==> src/rtl/plic_pkg.sv <==
package plic_pkg;

    localparam int ADDR_W = 20;
    localparam int DATA_W = 32;
    localparam int IDX_W  = 16;

    // Register regions selected by the upper address bits
    typedef enum logic [3:0] {
        REG_PRIO   = 4'd0,
        REG_MODE   = 4'd1,
        REG_ENABLE = 4'd2,
        REG_THRESH = 4'd3,
        REG_CLAIM  = 4'd4
    } reg_region_e;

    // Per-source trigger configuration, bit 1 = queue, bit 0 = edge
    typedef struct packed {
        logic queue;
        logic edge_trig;
    } src_mode_t;

    typedef struct packed {
        logic               valid;
        logic               write;
        reg_region_e        region;
        logic [IDX_W-1:0]   index;
        logic [DATA_W-1:0]  wdata;
    } reg_req_t;

    function automatic reg_region_e region_of(input logic [ADDR_W-1:0] a);
        return reg_region_e'(a[ADDR_W-1:IDX_W]);
    endfunction

endpackage

==> src/rtl/plic_gateway.sv <==
module plic_gateway
    import plic_pkg::*;
#(
    parameter int QCNT_W = 2
) (
    input  logic      clk,
    input  logic      rst,
    input  logic      src_i,
    input  src_mode_t mode_i,
    input  logic      claim_i,
    input  logic      done_i,
    output logic      pend_o,
    output logic      infl_o
);
    localparam logic [QCNT_W-1:0] CNT_MAX = '1;

    logic              pend_q, infl_q, src_q;
    logic [QCNT_W-1:0] cnt_q;
    logic              pend_n, infl_n;
    logic [QCNT_W-1:0] cnt_n;
    logic              rise;

    assign rise = src_i & ~src_q;

    always_comb begin
        pend_n = pend_q;
        infl_n = infl_q;
        cnt_n  = cnt_q;
        // handshake from the targets first
        if (claim_i) begin
            pend_n = 1'b0;
            infl_n = 1'b1;
        end else if (done_i && infl_q) begin
            infl_n = 1'b0;
            if (mode_i.edge_trig && mode_i.queue && cnt_q != '0) begin
                pend_n = 1'b1;
                cnt_n  = cnt_q - 1'b1;
            end
        end
        // then the input event
        if (!mode_i.edge_trig) begin
            if (src_i && !pend_n && !infl_n) pend_n = 1'b1;
        end else if (rise) begin
            if (!pend_n && !infl_n) begin
                pend_n = 1'b1;
            end else if (infl_n && mode_i.queue && cnt_n != CNT_MAX) begin
                cnt_n = cnt_n + 1'b1;
            end
        end
    end

    always_ff @(posedge clk) begin
        if (rst) begin
            pend_q <= 1'b0;
            infl_q <= 1'b0;
            src_q  <= 1'b0;
            cnt_q  <= '0;
        end else begin
            pend_q <= pend_n;
            infl_q <= infl_n;
            src_q  <= src_i;
            cnt_q  <= cnt_n;
        end
    end

    assign pend_o = pend_q;
    assign infl_o = infl_q;

endmodule

==> src/rtl/plic_target.sv <==
module plic_target #(
    parameter int N_SRC  = 8,
    parameter int PRIO_W = 3,
    parameter int ID_W   = 4
) (
    input  logic [N_SRC:0][PRIO_W-1:0] prio_i,
    input  logic [N_SRC:0]             pend_i,
    input  logic [N_SRC:0]             en_i,
    input  logic [PRIO_W-1:0]          thr_i,
    output logic [ID_W-1:0]            id_o,
    output logic                       irq_o
);
    logic [PRIO_W-1:0] best_p;

    // strict greater-than keeps the lowest ID on a tie; priority 0 never wins
    always_comb begin
        best_p = '0;
        id_o   = '0;
        for (int s = 0; s <= N_SRC; s++) begin
            if (pend_i[s] && en_i[s] && prio_i[s] > best_p) begin
                best_p = prio_i[s];
                id_o   = ID_W'(s);
            end
        end
        irq_o = best_p > thr_i;
    end

endmodule

==> src/rtl/plic_core.sv <==
module plic_core
    import plic_pkg::*;
#(
    parameter int N_SRC  = 8,
    parameter int N_CTX  = 2,
    parameter int PRIO_W = 3,
    parameter int QCNT_W = 2
) (
    input  logic              clk,
    input  logic              rst,
    input  logic [N_SRC:1]    src_i,
    output logic [N_CTX-1:0]  irq_o,
    input  logic              req_valid_i,
    output logic              req_ready_o,
    input  logic              req_write_i,
    input  logic [ADDR_W-1:0] req_addr_i,
    input  logic [DATA_W-1:0] req_wdata_i,
    output logic              rsp_valid_o,
    output logic [DATA_W-1:0] rsp_rdata_o
);
    localparam int ID_W  = $clog2(N_SRC + 1);
    localparam int CID_W = (N_CTX > 1) ? $clog2(N_CTX) : 1;

    reg_req_t req;
    assign req = '{valid:  req_valid_i,
                   write:  req_write_i,
                   region: region_of(req_addr_i),
                   index:  req_addr_i[IDX_W-1:0],
                   wdata:  req_wdata_i};

    logic [ID_W-1:0]  sidx;
    logic [CID_W-1:0] cidx;
    logic             src_hit, ctx_hit, rd_acc, wr_acc;

    assign sidx    = req.index[ID_W-1:0];
    assign cidx    = req.index[CID_W-1:0];
    assign src_hit = (req.index != '0) && (req.index <= IDX_W'(N_SRC));
    assign ctx_hit = req.index < IDX_W'(N_CTX);
    assign rd_acc  = req.valid && !req.write;
    assign wr_acc  = req.valid && req.write;
    assign req_ready_o = 1'b1;

    // configuration state
    logic      [N_SRC:0][PRIO_W-1:0] prio_q;
    src_mode_t [N_SRC:0]             mode_q;
    logic      [N_CTX-1:0][N_SRC:0]  en_q;
    logic      [N_CTX-1:0][PRIO_W-1:0] thr_q;

    // gateway and target wiring
    logic [N_SRC:0]                pend, infl, gw_claim, gw_done;
    logic [N_CTX-1:0][ID_W-1:0]    best_id;

    logic            claim_rd, done_wr, done_ok;
    logic [ID_W-1:0] claim_id, done_id;

    assign claim_rd = rd_acc && req.region == REG_CLAIM && ctx_hit;
    assign claim_id = best_id[cidx];
    assign done_wr  = wr_acc && req.region == REG_CLAIM && ctx_hit;
    assign done_id  = req.wdata[ID_W-1:0];
    assign done_ok  = done_wr && (req.wdata != '0)
                      && (req.wdata <= DATA_W'(N_SRC)) && en_q[cidx][done_id];

    assign pend[0]     = 1'b0;
    assign infl[0]     = 1'b0;
    assign gw_claim[0] = 1'b0;
    assign gw_done[0]  = 1'b0;

    for (genvar s = 1; s <= N_SRC; s++) begin : g_src
        assign gw_claim[s] = claim_rd && claim_id == ID_W'(s);
        assign gw_done[s]  = done_ok && done_id == ID_W'(s);

        plic_gateway #(.QCNT_W(QCNT_W)) u_gw (
            .clk     (clk),
            .rst     (rst),
            .src_i   (src_i[s]),
            .mode_i  (mode_q[s]),
            .claim_i (gw_claim[s]),
            .done_i  (gw_done[s]),
            .pend_o  (pend[s]),
            .infl_o  (infl[s])
        );
    end

    for (genvar c = 0; c < N_CTX; c++) begin : g_ctx
        plic_target #(.N_SRC(N_SRC), .PRIO_W(PRIO_W), .ID_W(ID_W)) u_tgt (
            .prio_i (prio_q),
            .pend_i (pend),
            .en_i   (en_q[c]),
            .thr_i  (thr_q[c]),
            .id_o   (best_id[c]),
            .irq_o  (irq_o[c])
        );
    end

    // register writes
    always_ff @(posedge clk) begin
        if (rst) begin
            prio_q <= '0;
            mode_q <= '0;
            en_q   <= '0;
            thr_q  <= '0;
        end else if (wr_acc) begin
            case (req.region)
                REG_PRIO:   if (src_hit) prio_q[sidx] <= req.wdata[PRIO_W-1:0];
                REG_MODE:   if (src_hit) mode_q[sidx] <= src_mode_t'(req.wdata[1:0]);
                REG_ENABLE: if (ctx_hit) en_q[cidx]   <= {req.wdata[N_SRC:1], 1'b0};
                REG_THRESH: if (ctx_hit) thr_q[cidx]  <= req.wdata[PRIO_W-1:0];
                default: ;
            endcase
        end
    end

    // read data
    logic [DATA_W-1:0] rd_mux;
    always_comb begin
        rd_mux = '0;
        case (req.region)
            REG_PRIO:   if (src_hit) rd_mux[PRIO_W-1:0] = prio_q[sidx];
            REG_MODE:   if (src_hit) rd_mux[1:0]        = mode_q[sidx];
            REG_ENABLE: if (ctx_hit) rd_mux[N_SRC:0]    = en_q[cidx];
            REG_THRESH: if (ctx_hit) rd_mux[PRIO_W-1:0] = thr_q[cidx];
            REG_CLAIM:  if (ctx_hit) rd_mux[ID_W-1:0]   = claim_id;
            default: ;
        endcase
    end

    always_ff @(posedge clk) begin
        if (rst) begin
            rsp_valid_o <= 1'b0;
            rsp_rdata_o <= '0;
        end else begin
            rsp_valid_o <= rd_acc;
            if (rd_acc) rsp_rdata_o <= rd_mux;
        end
    end

endmodule

==> config.mk <==
export PLATFORM = sky130hd
export DESIGN_NAME = plic_core
export DESIGN_NICKNAME = d
export VERILOG_FILES = /design/src/rtl/plic_pkg.sv /design/src/rtl/plic_gateway.sv /design/src/rtl/plic_target.sv /design/src/rtl/plic_core.sv
export SDC_FILE = /design/constraint.sdc
export NUM_CORES = 1
export LEC_CHECK = 0
export BUFFER_PORTS_ARGS = -buffer_cell sky130_fd_sc_hd__buf_2
export CELL_PAD_IN_SITES_DETAIL_PLACEMENT = 1
export CELL_PAD_IN_SITES_GLOBAL_PLACEMENT = 1
export CORE_MARGIN = 4
export CORE_UTILIZATION = 44
export DETAILED_ROUTE_END_ITERATION = 6
export HOLD_SLACK_MARGIN = 0.15
export PLACE_DENSITY_LB_ADDON = 0.1
export SLEW_MARGIN = 25
export SYNTH_ARGS = -nofsm -noshare
export SYNTH_HDL_FRONTEND = slang
export SYNTH_SLANG_ARGS = --single-unit
==> constraint.sdc <==
create_clock -name clk -period 14 [get_ports clk]
set_input_delay 0 -clock clk [delete_from_list [all_inputs] [get_ports clk]]
set_output_delay 0 -clock clk [all_outputs]
set_load 0.005 [all_outputs]
* Yosys cells after proc, flatten, opt, wreduce, memory -nomap -nowiden *
Index checks and enable logic that the tools add are counted.

word-level totals
  logic and storage cells = 499
  register bits = 119

operators by class
  reductions and logical operators = 156
  magnitude comparators = 25
  add/subtract/negate cells = 16
  bitwise logic cells = 16
  eq/ne operators = 28
  mux-type cells = 193

operators with widths
  kind                 count
  $mux 2               63
  $logic_and 1x1->1    124
  $mux 3               31
  $mux 1               75
  $gt 3x3->1           16
  $bwmux 18            2
  $eq 4x3->1 const B   9
  $mux 9               4
  $le 32x4->1 const B  1
  $reduce_bool 32->1   1
  $bwmux 27            1
  $eq 4x2->1 const B   6
  $mux 4               5
  $logic_not 1->1      17
  $add 2x1->2 const B  8
  $le 16x4->1 const B  1
  $lt 16x2->1 const B  1
  $ne 2x2->1 const B   8
  $reduce_bool 16->1   1
  $reduce_bool 2->1    8
  $sub 2x1->2 const B  8
  $bmux 3 s4           1
  $demux 3 s4          1
  $eq 4x1->1 const B   3
  other kinds (20)     39

* Depth between registers and ports, before layout *
  depth in word-level cells = 35
  gate-level depth with buffers = 53

* Cells and area by module *
Synthesis repeated with hierarchy kept, for this count alone.

unflattened totals
  cell total of the unflattened synthesis = 1099
  area total of the unflattened synthesis = 9158.8 µm²

by module, submodules not included
  module                         cells each  sequential area each (µm²)  area each (µm²)  instances
  plic_core                      493         1541.5                      4261.6           1
  plic_gateway                   29          100.1                       290.3            8
  plic_target at g_ctx[0].u_tgt  191         0.0                         1340.0           1
  plic_target at g_ctx[1].u_tgt  183         0.0                         1234.9           1

* Worst setup path after synthesis *
No wires, ideal clock.

  path kind = register -> register
  from = register g_src[1].u_gw.pend_q
  to = register g_src[7].u_gw.cnt_q[0]
  setup time = 0.136 ns
  path slack = 3.141 ns
  stages on the path, launching flop included = 48
  clock period less this slack = 10.859 ns
  path buffers = 1
  arrival time = 10.723 ns
  cells stage by stage = dfxtp_1 clkbuf_1 nand3_1 ha_1 and2b_1 o311a_1 a21o_1 and2_1 ha_1 nand2_1 or4_4 nand4_1 nor2_2 nor2_1 a21oi_1 ha_1 nor2_1 maj3_1 [... 12 more ...] mux2i_1 ha_1 a21o_1 a21oi_1 a311oi_1 mux2_2 ha_1 inv_1 a21o_1 a21oi_1 a311oi_1 nor2_1 nand2_1 o221ai_1 a31oi_2 nor3_2 a2111oi_0 a211oi_1

on the way
  word-level cells in the longest chain between the ends = 35
  elaborated cells on any way between the ends = 80
  those cells by class = 1 x add/sub; 14 x order compare; 2 x eq/ne; 39 x mux; 24 x reduce/logical

ends and longest elaborated chain
  element                                              line                text
  start, declared                                      plic_gateway.sv:17  logic pend_q, infl_q, src_q;
  start signal, assigned                               plic_gateway.sv:59  pend_q <= pend_n;
  $logic_and 1x1->1 (2 in series)                      plic_target.sv:20   if (pend_i[s] && en_i[s] && prio_i[s] > best_p) begin
  $mux 3                                               plic_target.sv:20
  $gt 3x3->1                                           plic_target.sv:20
  $logic_and 1x1->1                                    plic_target.sv:20
  $mux 3                                               plic_target.sv:20
  $gt 3x3->1                                           plic_target.sv:20
  $logic_and 1x1->1                                    plic_target.sv:20
  $mux 3                                               plic_target.sv:20
  [... 12 more ...]                                    --
  $gt 3x3->1                                           plic_target.sv:20
  $logic_and 1x1->1                                    plic_target.sv:20
  $mux 4                                               plic_target.sv:20
  $mux 4 (not written as such) * (2 in series)         plic_core.sv:57     assign claim_id = best_id[cidx];
  $eq 4x3->1 *                                         plic_core.sv:69     assign gw_claim[s] = claim_rd && claim_id == ID_W'(s);
  $logic_and 1x1->1 *                                  plic_core.sv:69
  branches (longest 6 deep; another with $add 2x1->2)  --
  $mux 2 *                                             plic_gateway.sv:41  if (!mode_i.edge_trig) begin
  end signal, assigned                                 plic_gateway.sv:62  cnt_q <= cnt_n;
  end, declared                                        plic_gateway.sv:18  logic [QCNT_W-1:0] cnt_q;

Mark *: on every way between the ends. The select of a mux whose other input is x is not followed.
A chain may end at the register's enable or synchronous reset.

* Worst setup path in the final report *
  from = register g_src[1].u_gw.pend_q
  to = register g_src[6].u_gw.cnt_q[0]

on the way
  word-level cells in the longest chain between the ends = 35
  elaborated cells on any way between the ends = 80
  those cells by class = 1 x add/sub; 14 x order compare; 2 x eq/ne; 39 x mux; 24 x reduce/logical

ends and longest elaborated chain
  element                                              line
  $logic_and 1x1->1 (2 in series)                      plic_target.sv:20
  $mux 3                                               plic_target.sv:20
  $gt 3x3->1                                           plic_target.sv:20
  $logic_and 1x1->1                                    plic_target.sv:20
  $mux 3                                               plic_target.sv:20
  $gt 3x3->1                                           plic_target.sv:20
  $logic_and 1x1->1                                    plic_target.sv:20
  $mux 3                                               plic_target.sv:20
  [... 12 more ...]                                    --
  $gt 3x3->1                                           plic_target.sv:20
  $logic_and 1x1->1                                    plic_target.sv:20
  $mux 4                                               plic_target.sv:20
  $mux 4 (not written as such) * (2 in series)         plic_core.sv:57
  $eq 4x3->1 *                                         plic_core.sv:69
  $logic_and 1x1->1 *                                  plic_core.sv:69
  branches (longest 6 deep; another with $add 2x1->2)  --
  $mux 2 *                                             plic_gateway.sv:41
  end signal, assigned                                 plic_gateway.sv:62
  end, declared                                        plic_gateway.sv:18

Marked as above.

==> results.md <==
* Hold Fails Final Rpt at 0
* Remaining Overflow, GRT at 0
* Chip width at 144 um
* Peak supply drop at 89.6 uV
* Worst skew pair latency at 0.43 ns
* CP top delay family: compound AO/OA/AOI/OAI gates
* CORE AREA at 0.0181 mm^2
* Slowest cell delay on critical path at 0.70 ns
* Clk pwr share at 0.547
* Port Buf Inserts at 75
* CP max-delay cell: a31oi_2
* Setup violators final at 0
* R2R depth at 47
* Post-Synthesis Cell Area at between 0.008 and 0.009 mm^2
* Tmin final at 12.67 ns
* Pleak at about 3.7 nW
* EDFF count, synth at 0
* Vias in the first global route at 8527
* Layout cells sized above 1 at 0.153
* Critical Path Fanout Max at 11
* Slew Limit Fails at 0
* Internal at 635 uW
* Clk sinks at 115
* Antenna violations before repair at 0
* Gp weighted congestion at 0.897
* Syn_area_per_cell at between 7 and 8 um^2
* CTS-repair resized insts at 0
* Area Growth Syn to Fin at 15.8%
* WL/cell at 21.5 um
* CTS tree: done
* Max-cap violations at 0
* GRT Util Overall at 0.282
* Nets@finish at 1210
* Antenna Violating Nets Remaining at 0
* Starting Density at 0.451
* Post-layout util at 0.523
* Sequential Power Share at 0.395
* I/O pin count at 100
* Setup crit end kind: flop
* ANT cells at 0
* Worst hold stages at 3
* # Post-CTS Setup Buffers at 0
* Max transition margin at 0.373
* Least-Margin Pin Slew at about 0.9 ns
* Sequential element share of the synthesized area at 0.282
* First-pass GRT wire length at 45900 um
* F_max at between 70 and 80 MHz
* DRC viols at 0
* Unrepaired setup endpoints after global routing: false
* Crit path kind: flop to flop
* Mapped Cells at 1029
* Number of buffers created by CTS at 17
* Synth Warn # at 0
* Root buf cell: clkbuf_16
* Pre-CTS setup slack at 1.79 ns
* Detailed placement HPWL at around 21000 um
* Placed cell areas at ~0.0086 mm^2
* # rows at 49
* Fin area at ~0.0095 mm^2
* First-pass DRT Iterations at 5
* Sw Share at 0.251
* Critical path depth at 47
* Total power at roughly 850 uW
* Height of the die at 144 um
* Crit-path most repeated cell: ha_1
* CP Launch Type: flop
* Worst hold path type: input pin to flop
* Die footprint at approximately 0.021 mm^2
* Status: complete, no violations
* Violation count after the first detailed-routing iteration at 548
* Fin crit share at 0.905
* H-Tree Depth at 4
* Switch Pwr at roughly 210 uW
* CP required at 14.35 ns
* Drt via density at 6.13
* Number of hold buffers added after cts at 23
* TNS Setup at 0 ns
* Worst Setup Slack, final at 1.33 ns
* Vias at 8249
* Top_reg_cell synth: dfxtp_1
* Routed WL at 29000 um
* Worst-path clk slew at 0.06 ns
* Pwr Density at between 80 and 90 mW/mm^2
* Largest net degree at the start of global routing at 66
* FF+latch count, synth at 115
* Clock Tree Buf Depth at 2
* Bufs and invs on worst path at 3
* Post-synthesis cell type count at 84
* Clk_skew at about 0.011 ns
* Gate power share at 0.058
* Worst path arrival time at 13.01 ns
* Async SR Flop Fraction at 0
path summary, 6_finish.rpt:
kind              slack (ns)                  from                     end
setup / recovery        1.33  g_src[1].u_gw.pend_o  g_src[6].u_gw.cnt_q[0]
hold / removal          0.17        req_wdata_i[0]              prio_q[15]
setup reg to reg        1.33  g_src[1].u_gw.pend_o  g_src[6].u_gw.cnt_q[0]
hold reg to reg         0.47             prio_q[1]               prio_q[1]
worst min-delay path, cell delays in order:
cell and delay [ns]:
buf_2 0.33, nand3_1 0.15, a21oi_1 0.06
sequential cells by signal (all words and copies together) (netlist names):
register,cells
g_src.u_gw.src_q,8
en_q,16
g_src.u_gw.pend_o,8
rsp_rdata_o,9
prio_q,27
g_src.u_gw.cnt_q,16
thr_q,6
g_src.u_gw.infl_o,8
mode_q,16
rsp_valid_o,1
synth_stat cells, types with 19 or more instances:
library cell  instances  share of area
inv_1                50          0.023
a21oi_1              84          0.051
ha_1                 42          0.064
dfxtp_1             115           0.28
nand2_1             112          0.051
mux2i_1              48          0.059
nor3_1               20          0.012
nor2_1              118          0.054
clkbuf_1             42          0.019
buf_4                26          0.024
mux2_2               19          0.026
nand3_1              46          0.028
o21ai_0              23          0.014
layer usage:
metal,track usage,vias to the layer above,share of wire
li1,-,3874,-
met1,0.360,4067,0.43
met2,0.486,252,0.49
met3,0.0423,56,0.047
met4,0.0972,0,0.028
met5,0,-,0
per-stage QoR:
stage	hold slack [ns]	instances
3_3_place_gp	0.247	1291
2_1_floorplan	0.128	1051
3_5_place_dp	0.261	1291
6_report	0.172	1346
4_1_cts	0.153	1346
5_1_grt	0.186	1346
power groups by stage:
stage                     clock, mW  sequential [mW]  combinational (mW)
after floorplan                   0            0.339              0.0287
after global placement            0            0.342              0.0426
after detailed placement          0            0.342              0.0431
after CTS                     0.469            0.335              0.0480
after global routing          0.484            0.335              0.0533
final                         0.465            0.335              0.0491
layout by cell type (no fill, tap or decap), drive strengths merged, types with 19 or more instances in the layout:
| cell type | count |
|---|---|
| dfxtp | 115 |
| clkbuf | 19 |
| nand3 | 46 |
| nand2 | 112 |
| conb | 24 |
| buf | 85 |
| nor2 | 119 |
| ha | 42 |
| a21oi | 85 |
| o21ai | 25 |
| nor3 | 21 |
| dlygate4sd3 | 23 |
| inv | 54 |
| mux2 | 19 |
| mux2i | 48 |
cells by family (layout without fill, tap and decap cells):
logic type      Yosys count  in the layout  synth area share
flops                   115            115             0.282
buf+inv                 124            190            0.0700
fa+ha+maj                45             45            0.0680
compound gates          237            237             0.198
mux                      78             78             0.115
xor+xnor                  7              7           0.00751
other cells               2             24          0.000920
simple gates            421            421             0.258
final cells by class:
type                       instances  area [um^2]
tap                              229          287
sequential                       115         2300
clock buffer                      19          443
timing repair buffer             108          683
multi-input combinational        812         5380
fill                            2229         8630
clock inverter                    13          171
inverter                          50          188
No activity file was read; power rests on OpenSTA's default activity.
